$ cat config.mk
export PLATFORM = sky130hd
export DESIGN_NAME = vcrb_top
export DESIGN_NICKNAME = d
export VERILOG_FILES = /design/src/rtl/vcrb_pkg.sv /design/src/rtl/vcrb_edge.sv /design/src/rtl/vcrb_dbuf.sv /design/src/rtl/vcrb_sticky.sv /design/src/rtl/vcrb_top.sv
export SDC_FILE = /design/constraint.sdc
export NUM_CORES = 1
export LEC_CHECK = 0
export ABC_AREA = 1
export BUFFER_PORTS_ARGS = -buffer_cell sky130_fd_sc_hd__buf_2
export CORE_UTILIZATION = 51
export DETAILED_ROUTE_END_ITERATION = 10
export PLACE_DENSITY_LB_ADDON = 0.1
export SETUP_SLACK_MARGIN = 0.4
export SLEW_MARGIN = 30
export SYNTH_ARGS = -nofsm -noshare
export SYNTH_HDL_FRONTEND = slang
export SYNTH_SLANG_ARGS = --single-unit
export TNS_END_PERCENT = 100
$ cat constraint.sdc
create_clock -name clk -period 2.7 [get_ports clk]
set_clock_uncertainty 0.1 [all_clocks]
set_input_delay 0.54 -clock clk [delete_from_list [all_inputs] [get_ports clk]]
set_output_delay 0.54 -clock clk [all_outputs]
set_load 0.05 [all_outputs]
$ cat src/rtl/vcrb_pkg.sv
package vcrb_pkg;
  // word indices (byte offset / 4)
  localparam int unsigned IDX_CTL   = 0;
  localparam int unsigned IDX_STAT  = 1;
  localparam int unsigned IDX_ERR   = 2;
  localparam int unsigned IDX_MASK  = 3;
  localparam int unsigned IDX_VER   = 4;
  localparam int unsigned IDX_DBG0  = 5;
  localparam int unsigned IDX_SIZE  = 8;
  localparam int unsigned IDX_PHASE = 64;
  localparam int unsigned DBG_N     = 3;
  // control bit positions
  localparam int unsigned CB_EN   = 0;
  localparam int unsigned CB_UPD  = 1;
  localparam int unsigned CB_CLR  = 2;
  localparam int unsigned CB_AUTO = 30;
  localparam int unsigned CB_HOLD = 31;
  localparam int unsigned VPOS    = 16;
endpackage

$ cat src/rtl/vcrb_edge.sv
module vcrb_edge #(
  parameter int unsigned N = 2
) (
  input  logic         clk,
  input  logic         rst_n,
  input  logic [N-1:0] lvl,
  output logic [N-1:0] rise
);
  logic [N-1:0] prev_q;

  for (genvar i = 0; i < N; i++) begin : g_bit
    always_ff @(posedge clk) begin
      if (!rst_n) prev_q[i] <= 1'b0;
      else        prev_q[i] <= lvl[i];
    end
    assign rise[i] = lvl[i] & ~prev_q[i];
  end
endmodule

$ cat src/rtl/vcrb_dbuf.sv
module vcrb_dbuf #(
  parameter int unsigned W   = 16,
  parameter logic [W-1:0] DEF = '0
) (
  input  logic         clk,
  input  logic         rst_n,
  input  logic         hold_rst,
  input  logic         frame_rst,
  input  logic         wr_en,
  input  logic [W-1:0] wr_data,
  input  logic         commit,
  output logic [W-1:0] shadow_q,
  output logic [W-1:0] active_q
);
  always_ff @(posedge clk) begin
    if (!rst_n || hold_rst || frame_rst) begin
      shadow_q <= DEF;
      active_q <= DEF;
    end else begin
      if (wr_en)  shadow_q <= wr_data;
      if (commit) active_q <= shadow_q;
    end
  end
endmodule

$ cat src/rtl/vcrb_sticky.sv
module vcrb_sticky #(
  parameter int unsigned W = 4
) (
  input  logic         clk,
  input  logic         rst_n,
  input  logic         clr,
  input  logic [W-1:0] set,
  output logic [W-1:0] q
);
  always_ff @(posedge clk) begin
    if (!rst_n || clr) q <= '0;
    else               q <= q | set;
  end
endmodule

$ cat src/rtl/vcrb_top.sv
module vcrb_top
  import vcrb_pkg::*;
#(
  parameter int unsigned ADDR_W  = 12,
  parameter int unsigned STAT_W  = 4,
  parameter int unsigned ERR_W   = 4,
  parameter int unsigned H_W     = 16,
  parameter int unsigned V_W     = 16,
  parameter int unsigned PH_W    = 2,
  parameter logic [H_W-1:0]  DEF_H  = 16'd1920,
  parameter logic [V_W-1:0]  DEF_V  = 16'd1080,
  parameter logic [PH_W-1:0] DEF_PH = '0,
  parameter logic [31:0]     VERSION = 32'h0105_0000
) (
  input  logic              clk,
  input  logic              rst_n,
  input  logic              bus_valid,
  input  logic              bus_wr,
  input  logic [ADDR_W-1:0] bus_addr,
  input  logic [31:0]       bus_wdata,
  output logic              rd_valid,
  output logic [31:0]       rd_data,
  input  logic              vblank_in,
  input  logic              sof_in,
  input  logic [STAT_W-1:0] stat_evt,
  input  logic [ERR_W-1:0]  err_evt,
  input  logic [DBG_N*32-1:0] dbg_in,
  output logic              core_en,
  output logic              core_rst,
  output logic [H_W-1:0]    act_hsize,
  output logic [V_W-1:0]    act_vsize,
  output logic [PH_W-1:0]   act_phase,
  output logic              irq
);
  localparam int unsigned WIDX_W = ADDR_W - 2;

  logic [WIDX_W-1:0] widx;
  logic aligned, wr, rd;
  logic ctl_wr, mask_wr, size_wr, phase_wr;
  logic ctl_en_q, ctl_upd_q, ctl_clr_q, ctl_auto_q, ctl_hold_q, auto_pulse_q;
  logic vb_evt, sof_evt, auto_fire, commit, flag_clr;
  logic [STAT_W-1:0] stat_q, mask_q;
  logic [ERR_W-1:0]  err_q;
  logic [H_W-1:0]    sh_h;
  logic [V_W-1:0]    sh_v;
  logic [PH_W-1:0]   sh_ph;
  logic [31:0]       rd_mux;
  logic [1:0]        edges;

  assign widx    = bus_addr[ADDR_W-1:2];
  assign aligned = (bus_addr[1:0] == 2'b00);
  assign wr      = bus_valid & bus_wr & aligned;
  assign rd      = bus_valid & ~bus_wr;

  assign ctl_wr   = wr && (widx == WIDX_W'(IDX_CTL));
  assign mask_wr  = wr && (widx == WIDX_W'(IDX_MASK));
  assign size_wr  = wr && (widx == WIDX_W'(IDX_SIZE))  && !ctl_hold_q;
  assign phase_wr = wr && (widx == WIDX_W'(IDX_PHASE)) && !ctl_hold_q;

  // frame-boundary edge events
  vcrb_edge #(.N(2)) u_edge (
    .clk(clk), .rst_n(rst_n),
    .lvl({sof_in, vblank_in}),
    .rise(edges)
  );
  assign vb_evt  = edges[0];
  assign sof_evt = edges[1];

  assign auto_fire = sof_evt & ctl_auto_q;
  assign commit    = vb_evt & ctl_en_q & ctl_upd_q;
  assign flag_clr  = (ctl_en_q & ctl_clr_q) | ctl_hold_q | auto_fire;

  // control word
  always_ff @(posedge clk) begin
    if (!rst_n) begin
      ctl_en_q     <= 1'b0;
      ctl_upd_q    <= 1'b0;
      ctl_clr_q    <= 1'b0;
      ctl_auto_q   <= 1'b0;
      ctl_hold_q   <= 1'b0;
      auto_pulse_q <= 1'b0;
    end else begin
      auto_pulse_q <= auto_fire;
      if (auto_fire) ctl_auto_q <= 1'b0;
      if (ctl_wr) begin
        ctl_en_q   <= bus_wdata[CB_EN];
        ctl_upd_q  <= bus_wdata[CB_UPD];
        ctl_clr_q  <= bus_wdata[CB_CLR];
        ctl_auto_q <= bus_wdata[CB_AUTO];
        ctl_hold_q <= bus_wdata[CB_HOLD];
      end
    end
  end

  always_ff @(posedge clk) begin
    if (!rst_n)       mask_q <= '0;
    else if (mask_wr) mask_q <= bus_wdata[STAT_W-1:0];
  end

  // sticky flags
  vcrb_sticky #(.W(STAT_W)) u_stat (
    .clk(clk), .rst_n(rst_n), .clr(flag_clr), .set(stat_evt), .q(stat_q)
  );
  vcrb_sticky #(.W(ERR_W)) u_err (
    .clk(clk), .rst_n(rst_n), .clr(flag_clr), .set(err_evt), .q(err_q)
  );

  // double-buffered configuration
  vcrb_dbuf #(.W(H_W), .DEF(DEF_H)) u_hsize (
    .clk(clk), .rst_n(rst_n), .hold_rst(ctl_hold_q), .frame_rst(auto_fire),
    .wr_en(size_wr), .wr_data(bus_wdata[H_W-1:0]), .commit(commit),
    .shadow_q(sh_h), .active_q(act_hsize)
  );
  vcrb_dbuf #(.W(V_W), .DEF(DEF_V)) u_vsize (
    .clk(clk), .rst_n(rst_n), .hold_rst(ctl_hold_q), .frame_rst(auto_fire),
    .wr_en(size_wr), .wr_data(bus_wdata[VPOS+V_W-1:VPOS]), .commit(commit),
    .shadow_q(sh_v), .active_q(act_vsize)
  );
  vcrb_dbuf #(.W(PH_W), .DEF(DEF_PH)) u_phase (
    .clk(clk), .rst_n(rst_n), .hold_rst(ctl_hold_q), .frame_rst(auto_fire),
    .wr_en(phase_wr), .wr_data(bus_wdata[PH_W-1:0]), .commit(commit),
    .shadow_q(sh_ph), .active_q(act_phase)
  );

  // read decode
  always_comb begin
    rd_mux = '0;
    if (aligned) begin
      if (widx == WIDX_W'(IDX_CTL)) begin
        rd_mux[CB_EN]   = ctl_en_q;
        rd_mux[CB_UPD]  = ctl_upd_q;
        rd_mux[CB_CLR]  = ctl_clr_q;
        rd_mux[CB_AUTO] = ctl_auto_q;
        rd_mux[CB_HOLD] = ctl_hold_q;
      end
      if (widx == WIDX_W'(IDX_STAT))  rd_mux[STAT_W-1:0] = stat_q;
      if (widx == WIDX_W'(IDX_ERR))   rd_mux[ERR_W-1:0]  = err_q;
      if (widx == WIDX_W'(IDX_MASK))  rd_mux[STAT_W-1:0] = mask_q;
      if (widx == WIDX_W'(IDX_VER))   rd_mux = VERSION;
      for (int i = 0; i < DBG_N; i++) begin
        if (widx == WIDX_W'(IDX_DBG0 + i)) rd_mux = dbg_in[i*32 +: 32];
      end
      if (widx == WIDX_W'(IDX_SIZE)) begin
        rd_mux[H_W-1:0]           = sh_h;
        rd_mux[VPOS+V_W-1:VPOS]   = sh_v;
      end
      if (widx == WIDX_W'(IDX_PHASE)) rd_mux[PH_W-1:0] = sh_ph;
    end
  end

  always_ff @(posedge clk) begin
    if (!rst_n) begin
      rd_valid <= 1'b0;
      rd_data  <= '0;
    end else begin
      rd_valid <= rd;
      rd_data  <= rd ? rd_mux : 32'h0;
    end
  end

  assign core_rst = ctl_hold_q | auto_pulse_q;
  assign core_en  = ctl_en_q & ~core_rst;
  assign irq      = |(stat_q & mask_q);
endmodule

Yosys cells after proc, flatten, opt, wreduce, memory -nomap -nowiden:

Index checks and enable logic that the tools add are counted.

* bits in registers: 121
* bits in latches: 0
* memory bits (writable): 0
* ROM bits: 0
* input port bits: 154
* output and inout port bits: 70
* word-level logic and storage cells: 77
* memories: 0

* $add $sub $neg: 0
* $mul: 0
* divide/modulo/power cells: 0
* order comparisons: 0
* equality and inequality tests: 9
* shift-type cells: 0
* multiplexer cells: 13
* bitwise gates (word level): 20
* reduce and logical (&&, ||, !) cells: 16

Operators with widths (count)
* 32-bit 2-to-1 mux: 5
* 10-bit by 3-bit equality test with 1-bit output (second input constant): 4
* 10-bit by 2-bit equality test with 1-bit output (second input constant): 2
* 4-bit 2-to-1 mux: 3
* 1-bit bitwise AND: 10
* 10-bit by 1-bit equality test with 1-bit output (second input constant): 1
* 10-bit by 4-bit equality test with 1-bit output (second input constant): 1
* 10-bit by 7-bit equality test with 1-bit output (second input constant): 1
* 10-bit zero test: 1
* 4-bit OR: 2
* 1-bit logical AND: 6
* 4-bit bitwise AND: 1
* 2-bit 2-to-1 mux: 2
* 1-bit NOT: 4
* 4-bit OR reduction: 1
* 1-bit logical OR: 3
* 3-bit 2-to-1 mux: 1
* 1-bit OR: 3
* 3-bit AND reduction: 1
* 1-bit zero test: 2
* 2-bit zero test: 1
* 1-bit 2-to-1 mux: 2
* 2-bit nonzero test: 1

Longest topological paths before layout:

* word-level depth: 11
* depth in mapped cells: 12
* depth with buffers taken out: 12

By module:

A second synthesis with hierarchy kept.

* cells, all modules: 882
* area total of the unflattened synthesis: 5768.0 um^2

Modules (own cells, without submodules)
* vcrb_dbuf (u_hsize ...): instances 2, cells each 221, area an instance 1398.8 um^2, sequential area each 640.6 um^2
* vcrb_top: instances 1, cells each 372, area an instance 2461.1 um^2, sequential area each 860.8 um^2
* vcrb_sticky: instances 2, cells each 14, area an instance 120.1 um^2, sequential area each 80.1 um^2
* vcrb_dbuf (u_phase): instances 1, cells each 30, area an instance 193.9 um^2, sequential area each 80.1 um^2
* vcrb_edge: instances 1, cells each 10, area an instance 75.1 um^2, sequential area each 40.0 um^2

Worst setup path before layout:

Ideal clock, no wire load.

* path type: register -> output
* from: reg ctl_hold_q
* to: out core_en
* arrival: 1.442 ns
* path slack: 0.618 ns
* stages on the path, launching flop included: 3
* cells stage by stage: dfxtp_1 -> or2_2 -> nor2_1

* cells in the longest elaborated chain, start to end: 3

RTL lines
* start: declaration: line vcrb_top.sv:40 `logic ctl_en_q, ctl_upd_q, ctl_clr_q, ctl_auto_q, ctl_hold_q, auto_pulse_q;`
* start signal: assignment: line vcrb_top.sv:90 `ctl_hold_q <= bus_wdata[CB_HOLD];`
* 1-bit OR: line vcrb_top.sv:161 `assign core_rst = ctl_hold_q | auto_pulse_q;`
* via core_rst: line vcrb_top.sv:29 `output logic core_rst,`
* 1-bit NOT: line vcrb_top.sv:162 `assign core_en = ctl_en_q & ~core_rst;`
* 1-bit bitwise AND: line vcrb_top.sv:162
* end: declaration: line vcrb_top.sv:28 `output logic core_en,`

The timed path passes the listed nets, and every way through them passes these cells.

Worst setup path in the final report:

* from: reg ctl_hold_q
* to: out core_en

* cells in the longest elaborated chain, start to end: 3

RTL lines (line)
* 1-bit OR: vcrb_top.sv:161
* 1-bit NOT: vcrb_top.sv:162
* 1-bit bitwise AND: vcrb_top.sv:162

Every way passes these cells.

==> flow_summary.json <==
{
  "worstPathArrival_ns": 1.53,
  "cp_slowest_cell": "dfxtp_1",
  "grt_pass1_wl_mm": 23.5,
  "required_ns": 2.06,
  "timing.max_slew.rel_slack_pct": 45.8,
  "cap_violations": 0,
  "antenna_found_initial": 1,
  "layout_common_cells": "buf_2 (223), nand2_1 (132), dfxtp_1 (121), a21oi_1 (89), inv_1 (73)",
  "first_iter_violations": 281,
  "track_usage_pct": 30.1,
  "place_hpwl_mm": 12.1,
  "synth_seq_cells": 121,
  "final_cell_area_um2": 6870,
  "die_x_um": 102,
  "cp-start-kind": "register",
  "layout_commonest_cell": "buf_2",
  "post-route-period-util_pct": 80.4,
  "syn-cell-area_um2": 5140,
  "clk_pin_slew_ns": 0.06,
  "max_freq_mhz": 461,
  "drc_errors": 0,
  "clock_sinks": 121,
  "cts_buffers": 17,
  "grt_setup_unrepaired": "no",
  "cts_buffer_depth": 2,
  "place_congestion": 0.919,
  "cp_cell_sequence": "or2_2, nor2_1, buf_2",
  "finalHoldViolations": 0,
  "io_pins": 224,
  "cts_max_level": 4,
  "ctsRootBufferMaster": "clkbuf_8",
  "finalCriticalPeriod_ns": 2.17,
  "overflow": 0,
  "port_buffers": 223,
  "start_util_pct": 52.6,
  "ys.flop_type": "dfxtp_1",
  "grt_pass1_vias": 4653,
  "power_uw": 4170,
  "dp.cells": 1021,
  "timing.hold.ws_ns": 0.121,
  "cp_slowest_stage_delay_ns": 0.36,
  "netSwitchingPower_uw": 920,
  "wire_per_inst_um": 15.2,
  "cts.repair.resized": 0,
  "syn_area_per_cell_um2": 7.38,
  "drive_gt1_share_pct": 31.7,
  "internal_power_uw": 3250,
  "placedInstanceArea_um2": 6300,
  "vias_per_cell": 5.11,
  "power_frac_seq_pct": 43.3,
  "postCtsHoldBufs": 0,
  "die_h_um": 102,
  "cp-end-kind": "output pin",
  "crit_fanout": 4,
  "syn_inst": 697,
  "core_area_um2": 9770,
  "yosysSeqAreaShare_pct": 47.1,
  "path_class": "reg2out",
  "peakVddDrop_v": 0.000526,
  "p_leak_uw": 0.00326,
  "grt_max_degree": 69,
  "dieArea_um2": 10500,
  "fin_nets": 1061,
  "rows": 36,
  "finalWirelength_mm": 16.1,
  "dr.pass1.iters": 5,
  "synth_cell_types": 32,
  "final_cells": 1054,
  "min_path_type": "in2reg",
  "synth-edff-count": 0,
  "insertion_delay_ns": 0.52,
  "p_sw_share_pct": 22.1,
  "synth-async-reset-ratio_pct": 0,
  "setup_tns_ns": 0,
  "drv_slew": 0,
  "worst_pin_slew_ns": 0.812,
  "status": "complete, no violations",
  "p_per_area_nw_per_um2": 607,
  "post_cts.repair.setup_buffers": 0,
  "vias": 5386,
  "pwr-share-comb_pct": 5.0,
  "setup_viol": 0,
  "pwr-share-clk_pct": 51.8,
  "synth.net_count": 851,
  "final_antenna_net_count": 0,
  "syn2layout_area_growth_pct": 33.7,
  "synth_warnings": 0,
  "cts_tree": "yes",
  "fillers": 844
}
[cell families after synthesis]
| logic type | share of synthesized area, % |
|---|---|
| simple gates | 20.0 |
| compound gates | 23.0 |
| buf+inv | 9.86 |
| flops | 47.1 |
[flip-flops by register name, indices dropped and copies added (netlist names), 2 cells and up]
name	flops
u_phase.shadow_q	2
u_hsize.active_q	16
u_vsize.active_q	16
u_stat.q	4
u_edge.prev_q	2
u_vsize.shadow_q	16
rd_data	32
mask_q	4
u_hsize.shadow_q	16
u_phase.active_q	2
u_err.q	4
[per-layer routing]
layer,up-vias,GRT usage [%],wire length (um)
met5,-,0,0
met4,0,12.5,368
met3,28,7.66,1170
met2,233,45.4,6990
met1,2394,41.0,7550
li1,2731,-,-
[worst paths after layout]
| path | end | slack, ns | from | cells after the start |
|---|---|---|---|---|
| setup / recovery | core_en | 0.53 | ctl_hold_q$_SDFFE_PN0P_ | 3 |
| hold / removal | u_edge.prev_q[0]$_SDFF_PN0_ | 0.12 | vblank_in | 3 |
| setup reg to reg | u_hsize.shadow_q[4]$_SDFFE_PP0P_ | 0.99 | ctl_hold_q$_SDFFE_PN0P_ | 6 |
| hold reg to reg | u_hsize.active_q[9]$_SDFFE_PP1P_ | 0.37 | u_hsize.active_q[9]$_SDFFE_PP1P_ | 2 |
[through the flow]
stage	setup WS (ns)	util, %
6_report	0.530	70.3
5_1_grt	0.401	70.3
4_1_cts	0.504	70.3
3_5_place_dp	0.315	64.4
3_3_place_gp	0.332	64.4
2_1_floorplan	0.618	-
[power groups by stage]
stage / logic (uW) / clock network, uW / registers [uW]
after floorplan: 65.5 / 0 / 1840
after global placement: 201 / 0 / 1840
after detailed placement: 204 / 0 / 1840
after CTS: 206 / 2170 / 1800
after global routing: 227 / 2260 / 1800
final: 207 / 2160 / 1800
[Yosys cell counts (2+ instances only)]
master	instances	area share, %
a21oi_1	89	8.7
o21ai_0	64	6.2
nand3_1	34	3.3
nand2_2	3	0.37
o21ai_1	49	4.8
inv_1	73	5.3
or2_0	2	0.24
nand2_1	132	9.6
a41oi_1	10	1.7
nand4_1	4	0.49
buf_2	19	1.8
dfxtp_1	121	47
nor3_1	3	0.29
nor2_2	5	0.61
nor3_2	5	0.97
a211oi_1	2	0.29
clkbuf_1	15	1.1
buf_4	3	0.44
nor2_4	2	0.44
nor2_1	34	2.5
o211ai_1	8	1.2
inv_2	9	0.66
or2_2	2	0.24
[layout make-up]
cell class | instances | area (um2) | area share, %
Clock inverter | 12 | 125 | 1.82
Multi-Input combinational cell | 453 | 2220 | 32.4
Tap cell | 133 | 166 | 2.42
Clock buffer | 20 | 445 | 6.48
Sequential cell | 121 | 2420 | 35.3
Inverter | 84 | 318 | 4.62
Antenna cell | 1 | 2.50 | 0.0364
Timing Repair Buffer | 230 | 1170 | 17.0
[worst max-delay path: cells and delay by family, from the launching register on]
kind	cells	cell delay (ns)
flip-flops	1	0.36
AND/OR/NAND/NOR	2	0.39
buffers and inverters	1	0.26
Power figures use the tool's default switching activity.
